**config.mk**
```make
export PLATFORM = sky130hd
export DESIGN_NAME = opfetch_unit
export DESIGN_NICKNAME = d
export VERILOG_FILES = /design/src/rtl/opfetch_pkg.sv /design/src/rtl/opfetch_agen.sv /design/src/rtl/opfetch_ctrl.sv /design/src/rtl/opfetch_dp.sv /design/src/rtl/opfetch_unit.sv
export SDC_FILE = /design/constraint.sdc
export NUM_CORES = 1
export LEC_CHECK = 0
export ABC_CLOCK_PERIOD_IN_PS = 4300
export BUFFER_PORTS_ARGS = -buffer_cell sky130_fd_sc_hd__clkbuf_2
export CORE_MARGIN = 2
export CORE_UTILIZATION = 60
export CTS_CLUSTER_SIZE = 30
export DETAILED_ROUTE_END_ITERATION = 10
export GPL_ROUTABILITY_DRIVEN = 0
export PLACE_DENSITY = 0.9
export SETUP_SLACK_MARGIN = 0.3
export SLEW_MARGIN = 10
export SYNTH_ARGS = -nofsm -noshare
export SYNTH_HDL_FRONTEND = slang
export SYNTH_SLANG_ARGS = --single-unit
```
**constraint.sdc**
```tcl
create_clock -name clk -period 4.3 [get_ports clk]
set_input_delay 0.43 -clock clk [delete_from_list [all_inputs] [get_ports clk]]
set_output_delay 0.43 -clock clk [all_outputs]
set_load 0.03 [all_outputs]
```
**src/rtl/opfetch_pkg.sv**
```systemverilog
package opfetch_pkg;

  typedef enum logic [3:0] {
    MD_IMM     = 4'd0,
    MD_REG     = 4'd1,
    MD_DIR     = 4'd2,
    MD_IND     = 4'd3,
    MD_RIND    = 4'd4,
    MD_DISP    = 4'd5,
    MD_SCALED  = 4'd6,
    MD_PCREL   = 4'd7,
    MD_POSTINC = 4'd8,
    MD_PREDEC  = 4'd9
  } modeT;

  // strobes from control to datapath
  typedef struct packed {
    logic latch;    // capture request inputs
    logic calcEa;   // register effective address and zero-trip result
    logic issueRd;  // drive a memory read request
    logic capPtr;   // pointer from memory becomes the next address
    logic capData;  // memory word becomes the operand
    logic finish;   // done cycle, commit write-back
  } strobeT;

  function automatic logic modeLegal(input logic [3:0] m);
    return m <= 4'd9;
  endfunction

  function automatic logic modeNoTrip(input logic [3:0] m);
    return (m == MD_IMM) || (m == MD_REG);
  endfunction

  function automatic logic modeAuto(input logic [3:0] m);
    return (m == MD_POSTINC) || (m == MD_PREDEC);
  endfunction

endpackage

```
**src/rtl/opfetch_agen.sv**
```systemverilog
module opfetch_agen
  import opfetch_pkg::*;
#(
  parameter int ADDR_W = 10,
  parameter int STEP   = 1
) (
  input  logic [3:0]        modeQ,
  input  logic [ADDR_W-1:0] fieldA,
  input  logic [ADDR_W-1:0] baseA,
  input  logic [ADDR_W-1:0] idxA,
  input  logic [1:0]        scaleQ,
  input  logic [ADDR_W-1:0] pcA,
  output logic [ADDR_W-1:0] eaNext,
  output logic [ADDR_W-1:0] wbNext
);
  // all sums are truncated to ADDR_W, so a two's complement field
  // needs no explicit sign extension
  localparam logic [ADDR_W-1:0] STEP_A = ADDR_W'(STEP);

  logic [ADDR_W-1:0] scaledIdx;
  logic [ADDR_W-1:0] baseDec;
  logic [ADDR_W-1:0] baseInc;

  assign scaledIdx = idxA << scaleQ;
  assign baseDec   = baseA - STEP_A;
  assign baseInc   = baseA + STEP_A;

  always_comb begin
    unique case (modeQ)
      MD_DIR,
      MD_IND:     eaNext = fieldA;
      MD_RIND,
      MD_POSTINC: eaNext = baseA;
      MD_DISP:    eaNext = baseA + fieldA;
      MD_SCALED:  eaNext = baseA + scaledIdx;
      MD_PCREL:   eaNext = pcA + fieldA;
      MD_PREDEC:  eaNext = baseDec;
      default:    eaNext = '0;
    endcase
  end

  always_comb begin
    unique case (modeQ)
      MD_POSTINC: wbNext = baseInc;
      MD_PREDEC:  wbNext = baseDec;
      default:    wbNext = baseA;
    endcase
  end
endmodule

```
**src/rtl/opfetch_ctrl.sv**
```systemverilog
module opfetch_ctrl
  import opfetch_pkg::*;
(
  input  logic       clk,
  input  logic       rstN,
  input  logic       start,
  input  logic [3:0] modeQ,
  output strobeT     stb,
  output logic       busy,
  output logic       done,
  output logic [1:0] trips,
  output logic       errFlag,
  output logic       memReq
);
  typedef enum logic [2:0] {
    S_IDLE, S_CALC, S_REQ1, S_WAIT1, S_REQ2, S_WAIT2, S_DONE
  } stateT;

  stateT state, stateNext;
  logic [1:0] tripCnt;
  logic       errQ;

  always_comb begin
    stateNext = state;
    stb       = '0;
    unique case (state)
      S_IDLE: if (start) begin
        stb.latch = 1'b1;
        stateNext = S_CALC;
      end
      S_CALC: begin
        stb.calcEa = 1'b1;
        if (!modeLegal(modeQ) || modeNoTrip(modeQ)) stateNext = S_DONE;
        else                                          stateNext = S_REQ1;
      end
      S_REQ1: begin
        stb.issueRd = 1'b1;
        stateNext   = S_WAIT1;
      end
      S_WAIT1: begin
        if (modeQ == MD_IND) begin
          stb.capPtr = 1'b1;
          stateNext  = S_REQ2;
        end else begin
          stb.capData = 1'b1;
          stateNext   = S_DONE;
        end
      end
      S_REQ2: begin
        stb.issueRd = 1'b1;
        stateNext   = S_WAIT2;
      end
      S_WAIT2: begin
        stb.capData = 1'b1;
        stateNext   = S_DONE;
      end
      S_DONE: begin
        stb.finish = 1'b1;
        stateNext  = S_IDLE;
      end
      default: stateNext = S_IDLE;
    endcase
  end

  always_ff @(posedge clk or negedge rstN) begin
    if (!rstN) begin
      state   <= S_IDLE;
      tripCnt <= '0;
      errQ    <= 1'b0;
    end else begin
      state <= stateNext;
      if (stb.latch) begin
        tripCnt <= '0;
        errQ    <= 1'b0;
      end else begin
        if (stb.issueRd) tripCnt <= tripCnt + 2'd1;
        if (stb.calcEa)  errQ    <= !modeLegal(modeQ);
      end
    end
  end

  assign busy    = (state != S_IDLE);
  assign done    = stb.finish;
  assign trips   = tripCnt;
  assign errFlag = stb.finish && errQ;
  assign memReq  = stb.issueRd;

  // done is a single-cycle pulse and returns the unit to idle
  a_r1_done_single: assert property (@(posedge clk) disable iff (!rstN)
    done |=> (!done && !busy));
  // a start taken while idle raises busy next cycle
  a_r1_start_busy: assert property (@(posedge clk) disable iff (!rstN)
    (start && !busy) |=> busy);
  // no back-to-back read requests
  a_r12_req_spacing: assert property (@(posedge clk) disable iff (!rstN)
    memReq |=> !memReq);
  // an error completion used no memory trip
  a_r11_err_no_trip: assert property (@(posedge clk) disable iff (!rstN)
    errFlag |-> (done && trips == 2'd0));
  // never more than two trips per operation
  a_r4_trip_bound: assert property (@(posedge clk) disable iff (!rstN)
    done |-> (trips <= 2'd2));
endmodule

```
**src/rtl/opfetch_dp.sv**
```systemverilog
module opfetch_dp
  import opfetch_pkg::*;
#(
  parameter int DATA_W = 16,
  parameter int ADDR_W = 10,
  parameter int NREG   = 8,
  parameter int STEP   = 1,
  localparam int SEL_W = $clog2(NREG)
) (
  input  logic              clk,
  input  logic              rstN,
  input  strobeT            stb,
  input  logic              busy,
  input  logic [3:0]        modeIn,
  input  logic [DATA_W-1:0] fieldIn,
  input  logic [SEL_W-1:0]  baseSelIn,
  input  logic [SEL_W-1:0]  idxSelIn,
  input  logic [1:0]        scaleIn,
  input  logic [ADDR_W-1:0] pcIn,
  input  logic              regWrEn,
  input  logic [SEL_W-1:0]  regWrSel,
  input  logic [DATA_W-1:0] regWrData,
  input  logic [DATA_W-1:0] memData,
  output logic [3:0]        modeQ,
  output logic [ADDR_W-1:0] memAddr,
  output logic [DATA_W-1:0] operand,
  output logic              wbValid,
  output logic [SEL_W-1:0]  wbSel,
  output logic [DATA_W-1:0] wbValue
);
  logic [DATA_W-1:0] fieldQ;
  logic [SEL_W-1:0]  baseSelQ;
  logic [SEL_W-1:0]  idxSelQ;
  logic [1:0]        scaleQ;
  logic [ADDR_W-1:0] pcQ;
  logic [ADDR_W-1:0] eaQ;
  logic [ADDR_W-1:0] wbQ;
  logic [DATA_W-1:0] resultQ;
  logic [DATA_W-1:0] regFile [NREG];

  logic [DATA_W-1:0] baseVal;
  logic [ADDR_W-1:0] idxA;
  logic [ADDR_W-1:0] eaNext;
  logic [ADDR_W-1:0] wbNext;

  assign baseVal = regFile[baseSelQ];
  assign idxA    = regFile[idxSelQ][ADDR_W-1:0];

  opfetch_agen #(.ADDR_W(ADDR_W), .STEP(STEP)) u_agen (
    .modeQ  (modeQ),
    .fieldA (fieldQ[ADDR_W-1:0]),
    .baseA  (baseVal[ADDR_W-1:0]),
    .idxA   (idxA),
    .scaleQ (scaleQ),
    .pcA    (pcQ),
    .eaNext (eaNext),
    .wbNext (wbNext)
  );

  // request capture
  always_ff @(posedge clk or negedge rstN) begin
    if (!rstN) begin
      modeQ    <= '0;
      fieldQ   <= '0;
      baseSelQ <= '0;
      idxSelQ  <= '0;
      scaleQ   <= '0;
      pcQ      <= '0;
    end else if (stb.latch) begin
      modeQ    <= modeIn;
      fieldQ   <= fieldIn;
      baseSelQ <= baseSelIn;
      idxSelQ  <= idxSelIn;
      scaleQ   <= scaleIn;
      pcQ      <= pcIn;
    end
  end

  // address and result registers
  always_ff @(posedge clk or negedge rstN) begin
    if (!rstN) begin
      eaQ     <= '0;
      wbQ     <= '0;
      resultQ <= '0;
    end else begin
      if (stb.calcEa) begin
        eaQ <= eaNext;
        wbQ <= wbNext;
        if (modeQ == MD_IMM)      resultQ <= fieldQ;
        else if (modeQ == MD_REG) resultQ <= baseVal;
        else                      resultQ <= '0;
      end
      if (stb.capPtr)  eaQ     <= memData[ADDR_W-1:0];
      if (stb.capData) resultQ <= memData;
    end
  end

  // register array: preload when idle, auto-modify commit in done cycle
  always_ff @(posedge clk or negedge rstN) begin
    if (!rstN) begin
      for (int i = 0; i < NREG; i++) regFile[i] <= '0;
    end else if (wbValid) begin
      regFile[baseSelQ] <= wbValue;
    end else if (regWrEn && !busy) begin
      regFile[regWrSel] <= regWrData;
    end
  end

  assign memAddr = eaQ;
  assign operand = resultQ;
  assign wbValid = stb.finish && modeAuto(modeQ);
  assign wbSel   = baseSelQ;
  assign wbValue = DATA_W'(wbQ);

  // the request address holds through the data cycle
  a_r12_addr_hold: assert property (@(posedge clk) disable iff (!rstN)
    stb.issueRd |=> $stable(memAddr));
  // the committed value is visible in the register array next cycle
  a_r9_wb_lands: assert property (@(posedge clk) disable iff (!rstN)
    wbValid |=> (regFile[$past(wbSel)] == $past(wbValue)));
  // latched request fields do not move while busy
  a_r13_fields_hold: assert property (@(posedge clk) disable iff (!rstN)
    (busy && !stb.finish) |=> ($stable(modeQ) && $stable(fieldQ)));
endmodule

```
**src/rtl/opfetch_unit.sv**
```systemverilog
module opfetch_unit
  import opfetch_pkg::*;
#(
  parameter int DATA_W = 16,
  parameter int ADDR_W = 10,
  parameter int NREG   = 8,
  parameter int STEP   = 1,
  localparam int SEL_W = $clog2(NREG)
) (
  input  logic              clk,
  input  logic              rstN,
  input  logic              start,
  input  logic [3:0]        mode,
  input  logic [DATA_W-1:0] field,
  input  logic [SEL_W-1:0]  baseSel,
  input  logic [SEL_W-1:0]  indexSel,
  input  logic [1:0]        scaleLog2,
  input  logic [ADDR_W-1:0] pcIn,
  input  logic              regWrEn,
  input  logic [SEL_W-1:0]  regWrSel,
  input  logic [DATA_W-1:0] regWrData,
  output logic              memReq,
  output logic [ADDR_W-1:0] memAddr,
  input  logic [DATA_W-1:0] memData,
  output logic              busy,
  output logic              done,
  output logic [DATA_W-1:0] operand,
  output logic [1:0]        trips,
  output logic              errFlag,
  output logic              wbValid,
  output logic [SEL_W-1:0]  wbSel,
  output logic [DATA_W-1:0] wbValue
);
  strobeT     stb;
  logic [3:0] modeQ;

  opfetch_ctrl u_ctrl (
    .clk     (clk),
    .rstN    (rstN),
    .start   (start),
    .modeQ   (modeQ),
    .stb     (stb),
    .busy    (busy),
    .done    (done),
    .trips   (trips),
    .errFlag (errFlag),
    .memReq  (memReq)
  );

  opfetch_dp #(
    .DATA_W (DATA_W),
    .ADDR_W (ADDR_W),
    .NREG   (NREG),
    .STEP   (STEP)
  ) u_dp (
    .clk       (clk),
    .rstN      (rstN),
    .stb       (stb),
    .busy      (busy),
    .modeIn    (mode),
    .fieldIn   (field),
    .baseSelIn (baseSel),
    .idxSelIn  (indexSel),
    .scaleIn   (scaleLog2),
    .pcIn      (pcIn),
    .regWrEn   (regWrEn),
    .regWrSel  (regWrSel),
    .regWrData (regWrData),
    .memData   (memData),
    .modeQ     (modeQ),
    .memAddr   (memAddr),
    .operand   (operand),
    .wbValid   (wbValid),
    .wbSel     (wbSel),
    .wbValue   (wbValue)
  );

  // an unsupported mode always completes with a zero operand
  a_r11_err_zero: assert property (@(posedge clk) disable iff (!rstN)
    errFlag |-> (operand == '0));
  // write-back only accompanies a completion
  a_r9_wb_with_done: assert property (@(posedge clk) disable iff (!rstN)
    wbValid |-> (done && !errFlag));
endmodule

```
==> results.md, run 1 <==
- Port bufs: 122
- Die Y: 148.4 um
- Failing checks: negative hold slack
- Minimum clock period: 3798 ps
- Highest Clock Rate: 0.2633 GHz
- Synth warn: 0
- Largest net degree at the start of global routing: 120
- Die ar.: 0.02202 mm2
- Vias in the first global route: 11,560
- Routed len/inst: 22.97 um
- First-pass GRT wire length: 62,510 um
- Worst Slack Setup Final: 501.8 ps
- Max_slew headroom: 23.55%
- Critical Path RT: 4700 ps
- Max-cap violation count: 0
- Slew Viols, Final: 0
- Async set-reset flop share out of synthesis: 100.0%
- Maximum vdd drop: 0.0004562 V
- Worst Path Arrival: 4200 ps
- Endpoints failing setup: 0
- DRT iter0 DRCs: 2,034
- # diodes: 0
- Total Routing Usage GR: 36.26%
- Area leader, netlist: dfrtp_1
- Skew-Pair Late Insertion Delay: 530 ps
- Synthesized area per cell: 9.070 um2
- Synthesized area: 0.01251 mm2
- Hold/Removal Path Class: in2async
- Post-synth EDFFs: 0
- #FFs+latches synth: 208
- Clock Tree Buf Depth: 3
- Row cnt: 52
- Total power: 12,350 uW
- PwrDens: 873.3 mW/mm2
- Footprint of the multi-input gates: 0.006759 mm2
- Core ar.: 0.02036 mm2
- Worst r2r src: u_dp.wbSel[1]
- Horiz. Die Dim: 148.4 um
- Router iterations before antenna repair: 9
- Area delta synth->final: 13.11%
- Routed vias/inst: 6.843
- Root buf cell: clkbuf_16
- Starting Density: 61.42%
- CTS clock-pin slew for the worst setup and hold paths: 60 ps
- Area occupied by registers: 0.005211 mm2
- Crit-path max FO: 14
- Layout cells sized above 1: 22.59%
- Setup_tns: 0 ps
- Synth area leaders: dfrtp_1, nand2_1, mux4_2
- Worst R2R Setup Slack: 500 ps
- Run status: finished with violations
- Pleak: 0.006590 uW
- Dpl ws: 380.6 ps
- Commonest non-fill, non-tap cells in the layout: nand2_1, dfrtp_1, clkbuf_2
- Final Hold Vio Count: 7
- Deepest level of the CTS H-tree: 1
- Inserted Clock Buffers: 23
- R2R Path End: u_dp.memAddr[9]
- CTS sink cnt: 208
- RSZ-0062 raised after global routing: true
- Startpoint types: flip-flop
- Vias: 12,000
- Fin Clk Skew: 18.82 ps
- DRC viols: 0
- CP Capture Type: flip-flop
- Final core utilization: 69.46%
- R2R depth: 13
- Hold WS: -15.69 ps
- Fillers: 1,462
- Commonest non-fill, non-tap cell in the layout: nand2_1
- CTS tree: yes
- Sequential share of the synthesized area: 41.62%
- Initial antenna violation count: 0
- Final nets: 1,566
- Final worst path period share: 88.33%
- Area share of the largest cell type after synthesis: 41.62%
- I/O pin count: 129
- Cells after synthesis: 1,379
- Routed WL: 40,270 um
- Main synth FF type: dfrtp_1
- Grt ovf: 0
- Setup CP Type: reg2reg
- Hpwl dp: 27,610 um
- Actual slew at the worst max-slew pin: 1143 ps
- Synth cell types: 76
- DRT antenna net count: 0
state kept, by name, summed over array words and instances, names as in the netlist, 4 cells and up:
name          cells
u_dp.modeQ        4
u_dp.fieldQ      16
u_dp.pcQ         10
u_dp.regFile    128
u_dp.wbQ         10
u_dp.operand     16
u_dp.memAddr     10
critical path: stages, from the launching register on:
cell and delay [ps]:
dfrtp_1 430, clkinv_1 470, a22o_1 400, a211oi_4 330, buf_4 290, ha_1 240, o21ai_0 150, o21ai_0 220
or3b_2 480, nand2_1 100, o21ai_1 70, a41o_1 240, a31oi_1 140, o211ai_1 100
cell families (layout without fill, tap and decap cells):
family,after synthesis,after routing,synth area share [%]
simple gates,539,539,18.45
compound gates,318,318,17.02
flops,208,208,41.62
buf+inv,144,243,4.922
mux,122,122,13.90
xor+xnor,25,25,1.751
fa+ha+maj,22,22,2.321
other cells,1,6,0.02998
through the flow:
stage,cell area [um2],cells
finish,14150,1753
global route,14150,1753
CTS,14110,1751
detailed placement,13410,1710
global placement,13410,1710
floorplan,12530,1384
routing by layer:
metal  wire length, um  global-route usage [%]
met1             13780                   46.48
met2             17820                   56.11
met3              5768                   9.693
met4              2897                   20.57
met5                 0                       0
where the power goes:
part,switching [uW],internal [uW]
Sequential,908,2680
Combinational,4070,2830
Clock,807,1050
Total,5790,6570
cell usage after synthesis (4+ instances only):
cell / instances
nand2b_1: 10
a221o_1: 5
and3_1: 6
or2_2: 7
mux4_2: 35
nor3b_1: 4
mux2i_1: 35
o211ai_1: 17
o21ai_1: 6
nor2_1: 53
and2_1: 4
or3_1: 5
a211oi_1: 5
mux2_2: 48
buf_2: 12
dfrtp_1: 208
nor4_1: 9
xor2_1: 6
ha_1: 20
inv_2: 4
inv_1: 19
nor2b_1: 7
a21oi_1: 29
a31oi_1: 5
nand3_1: 23
clkinv_1: 4
clkbuf_1: 78
xnor2_1: 19
nand2_1: 370
nor3_1: 25
a22oi_1: 89
o21ai_0: 111
buf_1: 15
buf_4: 9
a22o_1: 6
a221oi_1: 10
what timing repair did:
item,in CTS,in global routing
hold buffers,0,0
setup buffers,0,2
gates resized for setup,0,7
setup endpoints to repair,0,6
layout make-up:
type | instances | area share (%)
clock buffers | 34 | 4.644
clock inverters | 7 | 0.2742
inverters | 27 | 0.7164
multi-input cells | 1032 | 47.78
flip-flops and latches | 208 | 36.84
well taps | 270 | 2.388
repair buffers | 175 | 7.359
how the worst max path moves through the flow:
stage	startpoint	end	slack [ps]	cells after the start
finish	u_dp.wbSel[1]	u_dp.memAddr[9]	500	13
global route	u_dp.wbSel[1]	u_dp.memAddr[9]	300	13
CTS	u_dp.idxSelQ[0]	u_dp.memAddr[9]	320	14
detailed placement	u_dp.idxSelQ[0]	u_dp.memAddr[9]	380	14
global placement	u_dp.idxSelQ[0]	u_dp.memAddr[9]	430	14
floorplan	u_dp.idxSelQ[0]	u_dp.memAddr[9]	590	17
Note: power is estimated with default switching activity, not from simulation.
==> inputs of run 2 (changes only) <==
--- a/config.mk
+++ b/config.mk
@@ -7,12 +7,13 @@
 export LEC_CHECK = 0
 export ABC_CLOCK_PERIOD_IN_PS = 4300
 export BUFFER_PORTS_ARGS = -buffer_cell sky130_fd_sc_hd__clkbuf_2
+export CORE_ASPECT_RATIO = 0.75
 export CORE_MARGIN = 2
-export CORE_UTILIZATION = 60
+export CORE_UTILIZATION = 40
 export CTS_CLUSTER_SIZE = 30
 export DETAILED_ROUTE_END_ITERATION = 10
 export GPL_ROUTABILITY_DRIVEN = 0
-export PLACE_DENSITY = 0.9
+export PLACE_DENSITY = 0.67
 export SETUP_SLACK_MARGIN = 0.3
 export SLEW_MARGIN = 10
 export SYNTH_ARGS = -nofsm -noshare
==> run 2 against run 1 <==
Compared with the run above:
- the run now ends clean
- count of clock-buffer cells in the layout fell by 5
- die area rose by 49%
- design area rose by 2.2%
- via count fell by 5.2%
- final cell count rose by 8.4%
- fmax fell by 0.70%
- sequential power barely moved
- critical path type unchanged
- highest routed layer unchanged
==> results.md, run 2 (synthesized netlist as in run 1, its figures left out) <==
- Initial antenna violation count: 0 (unchanged)
- Final core utilization: 46.59% (-23 points)
- Commonest non-fill, non-tap cells in the layout: nand2_1, dfrtp_1, clkbuf_2
- Placed cell areas: 0.01371 mm2 (+2.2%)
- R2R depth: 12 (-1)
- DRT iter0 DRCs: 1,636 (-20%)
- Fillers: 2,892 (+98%)
- Pleak: 0.006685 uW (+1.4%)
- CTS sink cnt: 208 (unchanged)
- First-pass GRT wire length: 65,030 um (+4.0%)
- Final nets: 1,579 (+0.83%)
- Die ar.: 0.03271 mm2 (+49%)
- RSZ-0062 raised after global routing: false
- Port bufs: 122 (unchanged)
- Hpwl dp: 30,330 um (+9.9%)
- CTS tree: yes
- Worst R2R Setup Slack: 480 ps (-30 ps)
- CTS clock-pin slew for the worst setup and hold paths: 60 ps (about the same)
- Setup_tns: 0 ps (unchanged)
- Worst r2r src: u_dp.wbSel[1]
- Starting Density: 40.29% (-21 points)
- Max reg flops: 128 (unchanged)
- Startpoint types: flip-flop
- Layout cells sized above 1: 23.48% (+0.89 points)
- Hold/Removal Path Class: in2async
- Slew Viols, Final: 0 (unchanged)
- Post-route cell area: 0.01446 mm2 (+2.2%)
- Final worst path period share: 88.95% (+0.62 points)
- # diodes: 0 (unchanged)
- Final Hold Vio Count: 0 (-7)
- Max-cap violation count: 0 (unchanged)
- Met3 wire len: 5116 um (-11%)
- R2R Path End: u_dp.memAddr[2]
- DRT antenna net count: 0 (unchanged)
- Minimum clock period: 3825 ps (+26.72 ps)
- Total Routing Usage GR: 25.74% (-11 points)
- Grt ovf: 0 (unchanged)
- M1 wire length: 18,850 um (+37%)
- Skew-Pair Late Insertion Delay: 540 ps (about the same)
- Cell Count, Final, Fillers Out: 1,901 (+8.4%)
- Endpoints failing setup: 0 (unchanged)
- Routed vias/inst: 5.981 (-13%)
- Worst Path Arrival: 4240 ps (+40 ps)
- DRC viols: 0 (unchanged)
- Critical Path RT: 4720 ps (+20 ps)
- Area delta synth->final: 15.64%
- Top reg by flops: u_dp.regFile
- Setup CP Type: reg2reg
- Router iterations before antenna repair: 6 (-3)
- Row cnt: 56 (+7.7%)
- Root buf cell: clkbuf_16
- Fin Clk Skew: 23.47 ps (+4.652 ps)
- Max_slew headroom: 20.92% (-2.6 points)
- Deepest level of the CTS H-tree: 1 (unchanged)
- Run status: completed
- Highest Clock Rate: 0.2614 GHz (-0.70%)
- Horiz. Die Dim: 208.2 um (+40%)
- PwrDens: 869.4 mW/mm2 (-0.44%)
- Maximum vdd drop: 0.0003601 V (-21%)
- Dpl cells: 1,859 (+8.7%)
- Actual slew at the worst max-slew pin: 1186 ps (+43.66 ps)
- Vias in the first global route: 10,730 (-7.2%)
- Clock Tree Buf Depth: 3 (unchanged)
- DR top layer: met4
- CP Capture Type: flip-flop
- Commonest non-fill, non-tap cell in the layout: nand2_1
- Met2 WL post-DR: 16,920 um (-5.1%)
- # hold bufs at CTS: 0 (unchanged)
- Die Y: 157.1 um (+5.9%)
- Core ar.: 0.03104 mm2 (+52%)
- Routed WL: 42,140 um (+4.7%)
- Largest net degree at the start of global routing: 115 (-4.2%)
- Crit-path max FO: 15 (+1)
- I/O pin count: 129 (unchanged)
- Vias: 11,370 (-5.2%)
- Routed len/inst: 22.17 um (-3.5%)
- Inserted Clock Buffers: 23 (unchanged)
## run 2: changes by cell type in the layout (fill, tap and decap cells not counted), moves of 2 or more
cell       change
bufinv_16      +2
buf_12         +2
clkbuf_1       -4
dfrtp_2        +2
buf_4         +13
## run 2: cell type report
cell class / instances / area [um2] / area share [%]
clock buffers: 29 / 628.1 / 4.343
clock inverters: 11 / 111.4 / 0.7700
inverters: 27 / 101.3 / 0.7008
multi-input cells: 1032 / 6751 / 46.68
flip-flops and latches: 208 / 5210 / 36.02
well taps: 406 / 508.0 / 3.512
repair buffers: 188 / 1152 / 7.968
## run 2: stage by stage
stage          setup slack [ps]  total power (uW)  hold WS (ps)
6_report                  475.1             12570         48.12
5_1_grt                   338.1             13330         117.0
4_1_cts                   306.4             12390         70.32
3_5_place_dp              274.8             10340         455.5
3_3_place_gp              409.4             10190         445.6
2_1_floorplan             585.4              8270         134.4
## run 2: worst max path at each step
stage	slack (ps)	cells past startpoint	start	endpoint
floorplan	590	17	u_dp.idxSelQ[0]	u_dp.memAddr[9]
global placement	410	16	u_dp.idxSelQ[0]	u_dp.memAddr[9]
detailed placement	270	16	u_dp.idxSelQ[0]	u_dp.memAddr[9]
CTS	310	16	u_dp.idxSelQ[0]	u_dp.memAddr[9]
global route	340	15	u_dp.wbSel[1]	u_dp.memAddr[8]
finish	480	12	u_dp.wbSel[1]	u_dp.memAddr[2]
## run 2: worst max-delay path, stage by stage (launching register included)
cell and delay, ps:
dfrtp_2 560, and2b_1 450, a22oi_1 120, o22a_2 300
inv_2 200, ha_1 250, inv_1 70, fa_1 400
nor2b_1 170, nor3_1 90, a221oi_1 440, o211ai_1 260
a221o_1 370
## run 2: report_power, final
part | switching [uW] | leakage, uW | internal [uW] | total, uW
Sequential | 894 | 0.00270 | 2680 | 3570
Clock | 857 | 0.000369 | 1150 | 2010
Combinational | 4140 | 0.00361 | 2850 | 6990
## run 2: what timing repair did
item	CTS	global route
buffers inserted	0	2
setup endpoints to repair	0	7
resized for setup	0	3
## run 2: per-layer routing
| layer | up-vias | GRT usage [%] |
|---|---|---|
| li1 | 5077 | - |
| met1 | 5495 | 39.09 |
| met2 | 708 | 35.38 |
| met3 | 89 | 7.043 |
| met4 | 0 | 7.263 |
| met5 | - | 0 |
==> inputs of run 3 (changes only) <==
--- a/config.mk
+++ b/config.mk
@@ -5,6 +5,7 @@
 export SDC_FILE = /design/constraint.sdc
 export NUM_CORES = 1
 export LEC_CHECK = 0
+export ABC_AREA = 1
 export ABC_CLOCK_PERIOD_IN_PS = 4300
 export BUFFER_PORTS_ARGS = -buffer_cell sky130_fd_sc_hd__clkbuf_2
 export CORE_ASPECT_RATIO = 0.75
@@ -13,7 +14,7 @@
 export CTS_CLUSTER_SIZE = 30
 export DETAILED_ROUTE_END_ITERATION = 10
 export GPL_ROUTABILITY_DRIVEN = 0
-export PLACE_DENSITY = 0.67
+export PLACE_DENSITY = 0.59
 export SETUP_SLACK_MARGIN = 0.3
 export SLEW_MARGIN = 10
 export SYNTH_ARGS = -nofsm -noshare
==> run 3 against run 2 <==
Compared with the run above:
- flip-flop and latch count stayed put
- power up 8.0%
- sequential share of layout area shrank 0.97 points
- core utilization shrank 0.60 points
- clock skew decreased by 12 ps
- wire length rose by 16%
- critical endpoint is now u_dp.memAddr[6]
- highest routed layer unchanged
==> results.md, run 3 <==
- Die Y: 160.7 um (+2.2%)
- DRT antenna net count: 0 (unchanged)
- Hpwl dp: 35,510 um (+17%)
- Initial antenna violation count: 0 (unchanged)
- Final core utilization: 45.99% (-0.60 points)
- Skew-Pair Late Insertion Delay: 550 ps (about the same)
- Worst-path cell chain: buf_4 -> o21ai_1 -> nand2_1 -> nand2_1 -> nand2_1 -> nand2_4 -> inv_4 -> o21ai_0 -> ha_2 -> inv_1 -> fa_1 -> inv_1 -> nand3_1 -> nand2_1 -> nand2_1 -> nand2_1 -> a21oi_1 -> xor2_1 -> o21bai_1 -> a21oi_1 -> nand2_1 -> nand2_1 -> nand3_1
- Endpoints failing setup: 0 (unchanged)
- Max stage delay on crit path: 560 ps (about the same)
- DRT iter0 DRCs: 1,898 (+16%)
- Row cnt: 57 (+1.8%)
- Actual slew at the worst max-slew pin: 1221 ps (+34.40 ps)
- Cells after synthesis: 1,803 (+31%)
- Max-cap violation count: 0 (unchanged)
- Total Routing Usage GR: 28.52% (+2.8 points)
- Setup CP Type: reg2reg
- Synth warn: 0 (unchanged)
- R2R depth: 23 (+11)
- Async set-reset flop share out of synthesis: 100.0% (unchanged)
- Grt ovf: 0 (unchanged)
- Area leader, netlist: dfrtp_1
- R2R Path End: u_dp.memAddr[6]
- Worst Slack Setup Final: 581.1 ps (+106.0 ps)
- Hold path startpoint: field[3]
- Commonest non-fill, non-tap cell in the layout: nand2_1
- Synthesized area per cell: 7.259 um2 (-20%)
- Hold/Removal Path Class: in2reg
- Root buf cell: clkbuf_16
- Crit path launch: u_dp.wbSel[0]
- Fillers: 3,305 (+14%)
- Run status: completed
- Synth cell types: 55 (-28%)
- Cell mode on critical path: nand2_1
- PwrDens: 913.6 mW/mm2 (+5.1%)
- Starting Density: 40.51% (+0.22 points)
- Routed len/inst: 20.88 um (-5.8%)
- Pleak: 0.007062 uW (+5.6%)
- Layout cells sized above 1: 14.43% (-9.1 points)
- Slowest CP cell: dfrtp_4
- Max_slew headroom: 18.62% (-2.3 points)
- Final worst path period share: 86.49% (-2.5 points)
- Slew Viols, Final: 0 (unchanged)
- CTS tree: yes
- #FFs+latches synth: 208 (unchanged)
- Critical Path RT: 4730 ps (about the same)
- CTS clock-pin slew for the worst setup and hold paths: 70 ps (about the same)
- CTS sink cnt: 208 (unchanged)
- Sequential share of the synthesized area: 39.77% (-1.8 points)
- Vias in the first global route: 12,380 (+15%)
- First-pass GRT wire length: 74,780 um (+15%)
- CP endpoint: u_dp.memAddr[6]
- Largest net degree at the start of global routing: 92 (-20%)
- Top-count cell post-synth: nand2_1
- Horiz. Die Dim: 212.9 um (+2.3%)
- Synthesized area: 0.01309 mm2 (+4.6%)
- Maximum vdd drop: 0.0004289 V (+19%)
- Worst r2r src: u_dp.wbSel[0]
- Minimum clock period: 3719 ps (-106.0 ps)
- Crit-path max FO: 15 (unchanged)
- I/O pin count: 129 (unchanged)
- # diodes: 0 (unchanged)
- Vias: 13,460 (+18%)
- DRC viols: 0 (unchanged)
- Core ar.: 0.03231 mm2 (+4.1%)
- Clock Tree Buf Depth: 3 (unchanged)
- Inserted Clock Buffers: 24 (+4.3%)
- Dpl ws: 396.0 ps (+121.2 ps)
- Area share of the largest cell type after synthesis: 39.77% (-1.8 points)
- Worst R2R Setup Slack: 580 ps (+110 ps)
- Worst Path Arrival: 4150 ps (-90 ps)
- Die ar.: 0.03420 mm2 (+4.5%)
- Final nets: 1,989 (+26%)
- Highest Clock Rate: 0.2689 GHz (+2.9%)
- Area delta synth->final: 13.54%
- Top cells by count, synth: nand2_1, dfrtp_1, inv_1
- Routed WL: 49,020 um (+16%)
- Max reg flops: 128 (unchanged)
- Top reg by flops: u_dp.regFile
- Synth area leaders: dfrtp_1, nand2_1, o21ai_0
- Routed vias/inst: 5.733 (-4.1%)
- Deepest level of the CTS H-tree: 1 (unchanged)
- Main synth FF type: dfrtp_1
- Setup_tns: 0 ps (unchanged)
- CP Capture Type: flip-flop
- Commonest non-fill, non-tap cells in the layout: nand2_1, dfrtp_1, inv_1
- Startpoint types: flip-flop
- Final Hold Vio Count: 0 (unchanged)
- Port bufs: 122 (unchanged)
- Fin Clk Skew: 11.29 ps (-12.18 ps)
- Post-synth EDFFs: 0 (unchanged)
- RSZ-0062 raised after global routing: false
- Hold WS: 72.91 ps (+24.80 ps)
- Router iterations before antenna repair: 6 (unchanged)
==> run 3: cell types whose count changed after synthesis, moves of 41 or more <==
cell	previous run	this run
inv_1	19	204
nand3_1	23	171
nand2_1	370	492
a22oi_1	89	6
o21ai_0	111	180
o22ai_1	3	53
mux2_2	48	5
a21oi_1	29	70
clkbuf_1	78	37
==> run 3: timing repair <==
item | CTS | global route
hold buffers | 1 | 0
gates resized for setup | 0 | 11
hold endpoints to repair | 82 | 0
setup buffers | 0 | 5
setup endpoints to repair | 0 | 5
==> run 3: cell families (layout without fill, tap and decap cells) <==
group                      Yosys count  in the layout  synth area share (%)
AOI/OAI and AO/OA                  448            448                 20.49
xor gates and xnor gates             5              5                0.3346
adders and majority gates           22             22                 2.218
buffers and inverters              335            433                 10.98
DFF                                208            208                 39.77
muxes                                6              6                0.5067
other                                1              6               0.02865
and+or+nand+nor                    778            778                 25.68
==> run 3: area by class of cell <==
cell class	instances	area, um2	area share (%)
Clock buffer	36	715.7	4.816
Clock inverter	6	66.31	0.4463
Inverter	232	884.6	5.953
Multi-Input combinational cell	1265	6491	43.68
Sequential cell	208	5209	35.05
Tap cell	442	553.0	3.722
Timing Repair Buffer	159	939.7	6.324
==> run 3: per-layer routing <==
metal	track usage [%]	vias up	routed length (um)
li1	-	6205	-
met1	45.91	6441	23240
met2	37.81	745	19450
met3	6.414	71	5321
met4	6.612	0	1003
met5	0	-	0
==> run 3: per-stage QoR <==
stage	cell area, um2	power, uW	cells
global route	14860	14510	2348
floorplan	13110	8823	1808
CTS	14790	13300	2343
global placement	14000	11100	2300
detailed placement	14000	11170	2300
finish	14860	13580	2348
==> run 3: how the worst min path moves through the flow <==
stage	to	cells after the start	slack (ps)
finish	u_dp.fieldQ[3]	3	70
detailed placement	u_dp.operand[12]	2	470
global route	u_dp.fieldQ[15]	3	70
floorplan	u_ctrl.errQ	0	130
CTS	u_dp.pcQ[3]	3	50
global placement	u_dp.fieldQ[14]	2	460
==> run 3: power breakdown <==
group | total [uW] | internal, uW | switching (uW) | leakage (uW)
Combinational | 8080 | 2460 | 5610 | 0.00406
Clock | 2090 | 1210 | 888 | 0.000389
Sequential | 3400 | 2770 | 636 | 0.00262
==> run 3: critical path, delay by kind of cell (launching register included) <==
kind / cells / cell delay, ps
fa+ha+maj: 2 / 680
compound gates: 5 / 660
flops: 1 / 560
xor+xnor: 1 / 140
buf+inv: 4 / 490
simple gates: 11 / 1060
